[config.mk]
export PLATFORM = sky130hd
export DESIGN_NAME = pkt_oen_ctrl
export DESIGN_NICKNAME = d
export VERILOG_FILES = /design/src/rtl/pkt_oen_pkg.sv /design/src/rtl/pkt_oen_param.sv /design/src/rtl/pkt_oen_counter.sv /design/src/rtl/pkt_oen_window.sv /design/src/rtl/pkt_oen_ctrl.sv
export SDC_FILE = /design/constraint.sdc
export NUM_CORES = 1
export LEC_CHECK = 0
export BUFFER_PORTS_ARGS = -buffer_cell sky130_fd_sc_hd__buf_2
export CAP_MARGIN = 20
export CORE_MARGIN = 5
export CORE_UTILIZATION = 50
export CTS_CLUSTER_SIZE = 25
export DETAILED_ROUTE_END_ITERATION = 10
export GPL_ROUTABILITY_DRIVEN = 0
export GPL_TIMING_DRIVEN = 0
export PLACE_DENSITY = 0.8
export SLEW_MARGIN = 5
export SYNTH_ARGS = -nofsm -noshare
export SYNTH_HDL_FRONTEND = slang
export SYNTH_SLANG_ARGS = --single-unit
[constraint.sdc]
create_clock -name clk -period 2.9 [get_ports clk]
set_clock_uncertainty 0.15 [all_clocks]
set_input_delay 0.58 -clock clk [delete_from_list [all_inputs] [get_ports clk]]
set_output_delay 0.58 -clock clk [all_outputs]
set_load 0.05 [all_outputs]
[src/rtl/pkt_oen_pkg.sv]
package pkt_oen_pkg;
  typedef enum logic {
    CL_K4 = 1'b0,
    CL_K6 = 1'b1
  } cl_mode_e;
endpackage

[src/rtl/pkt_oen_param.sv]
module pkt_oen_param
  import pkt_oen_pkg::*;
#(
  parameter int LEN_W = 16
) (
  input  logic             clk,
  input  logic             rst_n,
  input  logic             start_i,
  input  logic             mode_i,
  input  logic [LEN_W-1:0] len_i,
  output cl_mode_e         mode_o,
  output logic [LEN_W-1:0] len_o
);
  // Parameters are loaded only by a start pulse
  always_ff @(posedge clk) begin
    if (!rst_n) begin
      mode_o <= CL_K4;
      len_o  <= '0;
    end else if (start_i) begin
      mode_o <= cl_mode_e'(mode_i);
      len_o  <= len_i;
    end
  end

  assert_hold_R3: assert property (@(posedge clk) disable iff (!rst_n)
    !start_i |=> ($stable(len_o) && $stable(mode_o)));
endmodule

[src/rtl/pkt_oen_counter.sv]
module pkt_oen_counter #(
  parameter int CNT_W = 17
) (
  input  logic             clk,
  input  logic             rst_n,
  input  logic             start_i,
  input  logic [CNT_W-1:0] limit_i,
  output logic [CNT_W-1:0] cnt_o,
  output logic             run_o
);
  // Counts from 1 after a start; stops and holds at the limit
  always_ff @(posedge clk) begin
    if (!rst_n) begin
      cnt_o <= '0;
      run_o <= 1'b0;
    end else if (start_i) begin
      cnt_o <= CNT_W'(1);
      run_o <= 1'b1;
    end else if (run_o) begin
      if (cnt_o >= limit_i) run_o <= 1'b0;
      else                  cnt_o <= cnt_o + 1'b1;
    end
  end

  assert_restart_R7: assert property (@(posedge clk) disable iff (!rst_n)
    start_i |=> (cnt_o == CNT_W'(1) && run_o));
  assert_saturate_R8: assert property (@(posedge clk) disable iff (!rst_n)
    (!run_o && !start_i) |=> ($stable(cnt_o) && !run_o));
  assert_no_overflow_R9: assert property (@(posedge clk) disable iff (!rst_n)
    cnt_o <= limit_i);
endmodule

[src/rtl/pkt_oen_window.sv]
module pkt_oen_window #(
  parameter int CNT_W  = 17,
  parameter int LEN_W  = 16,
  parameter int OFFSET = 37
) (
  input  logic             clk,
  input  logic             rst_n,
  input  logic             start_i,
  input  logic [CNT_W-1:0] cnt_i,
  input  logic [LEN_W-1:0] len_i,
  output logic             out_en_o
);
  localparam logic [CNT_W-1:0] OFS = CNT_W'(OFFSET);

  logic [CNT_W-1:0] upper;
  logic             in_win;

  always_comb begin
    upper  = OFS + CNT_W'(len_i);
    in_win = (cnt_i > OFS) && (cnt_i < upper);
  end

  always_ff @(posedge clk) begin
    if (!rst_n) out_en_o <= 1'b0;
    else        out_en_o <= in_win && !start_i;
  end

  assert_short_R6: assert property (@(posedge clk) disable iff (!rst_n)
    out_en_o |-> (len_i >= LEN_W'(2)));
endmodule

[src/rtl/pkt_oen_ctrl.sv]
module pkt_oen_ctrl
  import pkt_oen_pkg::*;
#(
  parameter int LEN_W  = 16,
  parameter int OFFSET = 37
) (
  input  logic             clk,
  input  logic             rst_n,
  input  logic             start_i,
  input  logic             mode_i,
  input  logic [LEN_W-1:0] len_i,
  output logic             mode_o,
  output logic [LEN_W-1:0] len_o,
  output logic             out_en_o
);
  localparam int CNT_W = LEN_W + 1;

  cl_mode_e         mode_q;
  logic [CNT_W-1:0] cnt;
  logic [CNT_W-1:0] limit;
  logic             run;

  pkt_oen_param #(.LEN_W(LEN_W)) u_param (
    .clk(clk), .rst_n(rst_n), .start_i(start_i),
    .mode_i(mode_i), .len_i(len_i), .mode_o(mode_q), .len_o(len_o)
  );

  assign limit  = CNT_W'(OFFSET) + CNT_W'(len_o);
  assign mode_o = mode_q;

  pkt_oen_counter #(.CNT_W(CNT_W)) u_cnt (
    .clk(clk), .rst_n(rst_n), .start_i(start_i),
    .limit_i(limit), .cnt_o(cnt), .run_o(run)
  );

  pkt_oen_window #(.CNT_W(CNT_W), .LEN_W(LEN_W), .OFFSET(OFFSET)) u_win (
    .clk(clk), .rst_n(rst_n), .start_i(start_i),
    .cnt_i(cnt), .len_i(len_o), .out_en_o(out_en_o)
  );

  assert_lead_R4: assert property (@(posedge clk) disable iff (!rst_n)
    $rose(out_en_o) |-> (cnt == CNT_W'(OFFSET + 2)));
  assert_abort_R7: assert property (@(posedge clk) disable iff (!rst_n)
    start_i |=> !out_en_o);
  assert_enable_run_R5: assert property (@(posedge clk) disable iff (!rst_n)
    out_en_o |-> (run || cnt == limit));
endmodule

==> results.cfg <==
[cts]
clk_path_buf_depth = 2
htreeDepth = 2
clock-root-buffer = clkbuf_8
cts_buffers = 5
clk_pin_slew_ns = 0.07
hold_buffers = 0
cts.sinks = 36
cts_tree = yes
clock_latency_ns = 0.30

[cells_and_area]
final_cell_mix = buf_2 (38), dfxtp_1 (26), a21oi_1 (20), nor2b_1 (19), ha_1 (19)
post-route-util_pct = 61.2
synthToLayoutAreaGrowth_pct = 19.5
final_common_cell = buf_2
final_nets = 340
drive_above_1_share_pct = 24.6
antenna_cells_inserted = 0

[global_route]
grt_max_degree = 12
track_usage_pct = 17.5
grt.overflow.total = 0
grt_pass1_vias = 1977
antenna_found_initial = 0
grt_pass1_wl_mm = 8.56

[timing]
postLayoutSetupSlackWorst_ns = -0.397
final-setup-viol-count = 18
fmax_mhz = 303
hold_viol_final = 0
period_share_pct = 114
worstMarginPinSlew_ns = 0.574
min_period_ns = 3.30
slew_headroom_pct = 61.7
rsz0062_at_grt = yes
finalMaxSlewViolations = 0

[detailed_routing]
route.met2.wl_mm = 2.37
drt_first_iter_violations = 136
wl_mm = 4.91
wl_met3_um = 183
dr.pass1.iters = 4
top_layer = met4
drt-wirelength-per-cell_um = 13.9
drc = 0
vias = 1982
vias_per_cell = 5.61
ant_nets = 0
wl_met1_mm = 2.27

[worst_setup_path]
rrSetupSlack_ns = -0.40
r2r_end = u_cnt.cnt_o[5]
critPathArrivalTime_ns = 3.37
end_kind = flop
critical_path_required_ns = 2.98
r2r_cells = 14
r2r-start = u_param.len_o[0]
critical_path.startpoint = u_param.len_o[0]
path_class = reg -> reg
worstSetupStartpointType = flop
critPathMaxFanout = 7

[run]
cap_viol_max_count = 0

[floorplanning]
dieArea_um2 = 5860
die_x_um = 76.6
initial_utilization_pct = 51.2
die_h_um = 76.6
ios = 38
num_rows = 24
core-area_um2 = 4320

[power_and_ir_drop]
peakVddDrop_uv = 246
power_uw = 1090
power_density_nw_per_um2 = 410
p_leak_uw = 0.00108

[placement]
portBuffers = 36
dp_hpwl_mm = 3.69
pre_cts_ws_ns = -0.514

[yosys]
synth_area_um2 = 2210
synth.distinct_cells = 37
yosys_warnings = 0
syn-num-nets = 292
ys_ff_latch = 36
ys_seq_area_share_pct = 32.5
syn_inst = 252
synth_area_per_cell_um2 = 8.79

[status]
status = finished, violations left
violations = negative setup slack

[hold_path]
min-delay-start = u_param.mode_o
whs_path_depth = 2
min_to = u_param.mode_o
hold_path_class = reg -> reg
==> Yosys cell counts <==
library cell / instances / area (um^2)
nand3_1: 7 / 35.0
or2_2: 2 / 12.5
nor3_1: 2 / 10.0
a41oi_2: 1 / 16.3
a21oi_1: 20 / 100
o21ai_0: 11 / 55.1
a21boi_0: 2 / 15.0
nor2b_1: 19 / 119
or3_1: 6 / 37.5
clkbuf_1: 4 / 15.0
nand2_1: 18 / 67.6
nand3_2: 1 / 10.0
inv_1: 12 / 45.0
nor3_2: 1 / 10.0
buf_6: 1 / 11.3
xnor2_1: 5 / 43.8
a22oi_2: 1 / 12.5
and4_1: 1 / 8.76
nand4_1: 12 / 75.1
or4_1: 6 / 45.0
mux2i_1: 18 / 180
nor2_1: 6 / 22.5
nand3b_1: 1 / 7.51
o211a_1: 1 / 10.0
o31ai_1: 8 / 60.1
buf_2: 3 / 15.0
nand2b_1: 2 / 12.5
dfxtp_1: 36 / 721
a211oi_1: 2 / 15.0
o21a_1: 2 / 15.0
nor4_1: 6 / 37.5
o21ai_1: 1 / 5.00
a31oi_1: 1 / 6.26
xor2_1: 10 / 87.6
o31a_1: 2 / 17.5
nor3b_1: 1 / 7.51
ha_1: 20 / 250
==> stage by stage <==
step / area [um^2] / TNS [ns] / hold slack [ns] / std cells
global route: 2650 / -10.24 / 0.402 / 353
floorplan: 2270 / -2.90 / 0.332 / 252
detailed placement: 2520 / -7.21 / 0.366 / 340
global placement: 2520 / -6.01 / 0.344 / 340
finish: 2650 / -6.09 / 0.381 / 353
CTS: 2640 / -5.71 / 0.377 / 352
==> where the power goes <==
group / total (uW) / switching, uW / internal (uW)
logic: 199 / 123 / 75.6
clock network: 352 / 183 / 169
registers: 535 / 23.4 / 512
total: 1090 / 330 / 756
==> worst max-delay path, cell delays in order, from the launching register on <==
cell      delay [ns]
dfxtp_4         0.37
ha_4            0.16
or2_4           0.25
a31oi_4         0.14
nand3b_1        0.24
nor2b_1         0.09
xnor2_1         0.13
ha_1            0.31
nand4_1         0.17
nor4_2          0.07
a211oi_2        0.22
nand3_2         0.17
buf_6           0.17
or4_1           0.46
a21oi_1         0.13
==> routing by layer <==
layer  GRT usage (%)  vias to the layer above
li1                -                     1021
met1            20.7                      922
met2            30.7                       30
met3            3.78                        9
met4            6.82                        0
met5               0                        -
==> worst max-delay path by stage <==
stage | endpoint
global placement | u_cnt.cnt_o[5]
global route | u_cnt.cnt_o[5]
detailed placement | u_cnt.cnt_o[5]
floorplan | u_cnt.cnt_o[5]
CTS | u_cnt.cnt_o[5]
finish | u_cnt.cnt_o[5]
==> sequential cells by signal (all words and copies together), names as in the netlist <==
register	flops
u_cnt.cnt_o	17
u_param.len_o	16
u_param.mode_o	1
u_win.out_en_o	1
u_cnt.run_o	1
==> logic make-up (layout without fill, tap and decap cells) <==
| kind of cell | Yosys count | after routing | share of synthesized area, % |
|---|---|---|---|
| simple gates | 91 | 91 | 23.4 |
| compound gates | 52 | 52 | 14.8 |
| flops | 36 | 36 | 32.5 |
| fa+ha+maj | 20 | 20 | 11.3 |
| buf+inv | 20 | 69 | 3.90 |
| mux | 18 | 18 | 8.14 |
| xor+xnor | 15 | 15 | 5.93 |
==> timing repair <==
item,4_1_cts,5_1_grt
hold endpoints to repair,0,0
pin swaps,6,1
setup buffers,4,1
setup endpoints to repair,18,19
resized for setup,3,1
gates cloned,0,0
==> final cells by class <==
class / instances / area (um^2)
plain buffers: 8 / 43.8
clock buffers: 7 / 76.3
clock inverters: 1 / 5.00
fillers: 376 / 1680
inverters: 12 / 45.0
multi-input cells: 196 / 1460
flip-flops and latches: 36 / 738
well taps: 52 / 65.1
repair buffers: 41 / 218
Note: power is estimated with default switching activity, not from simulation.
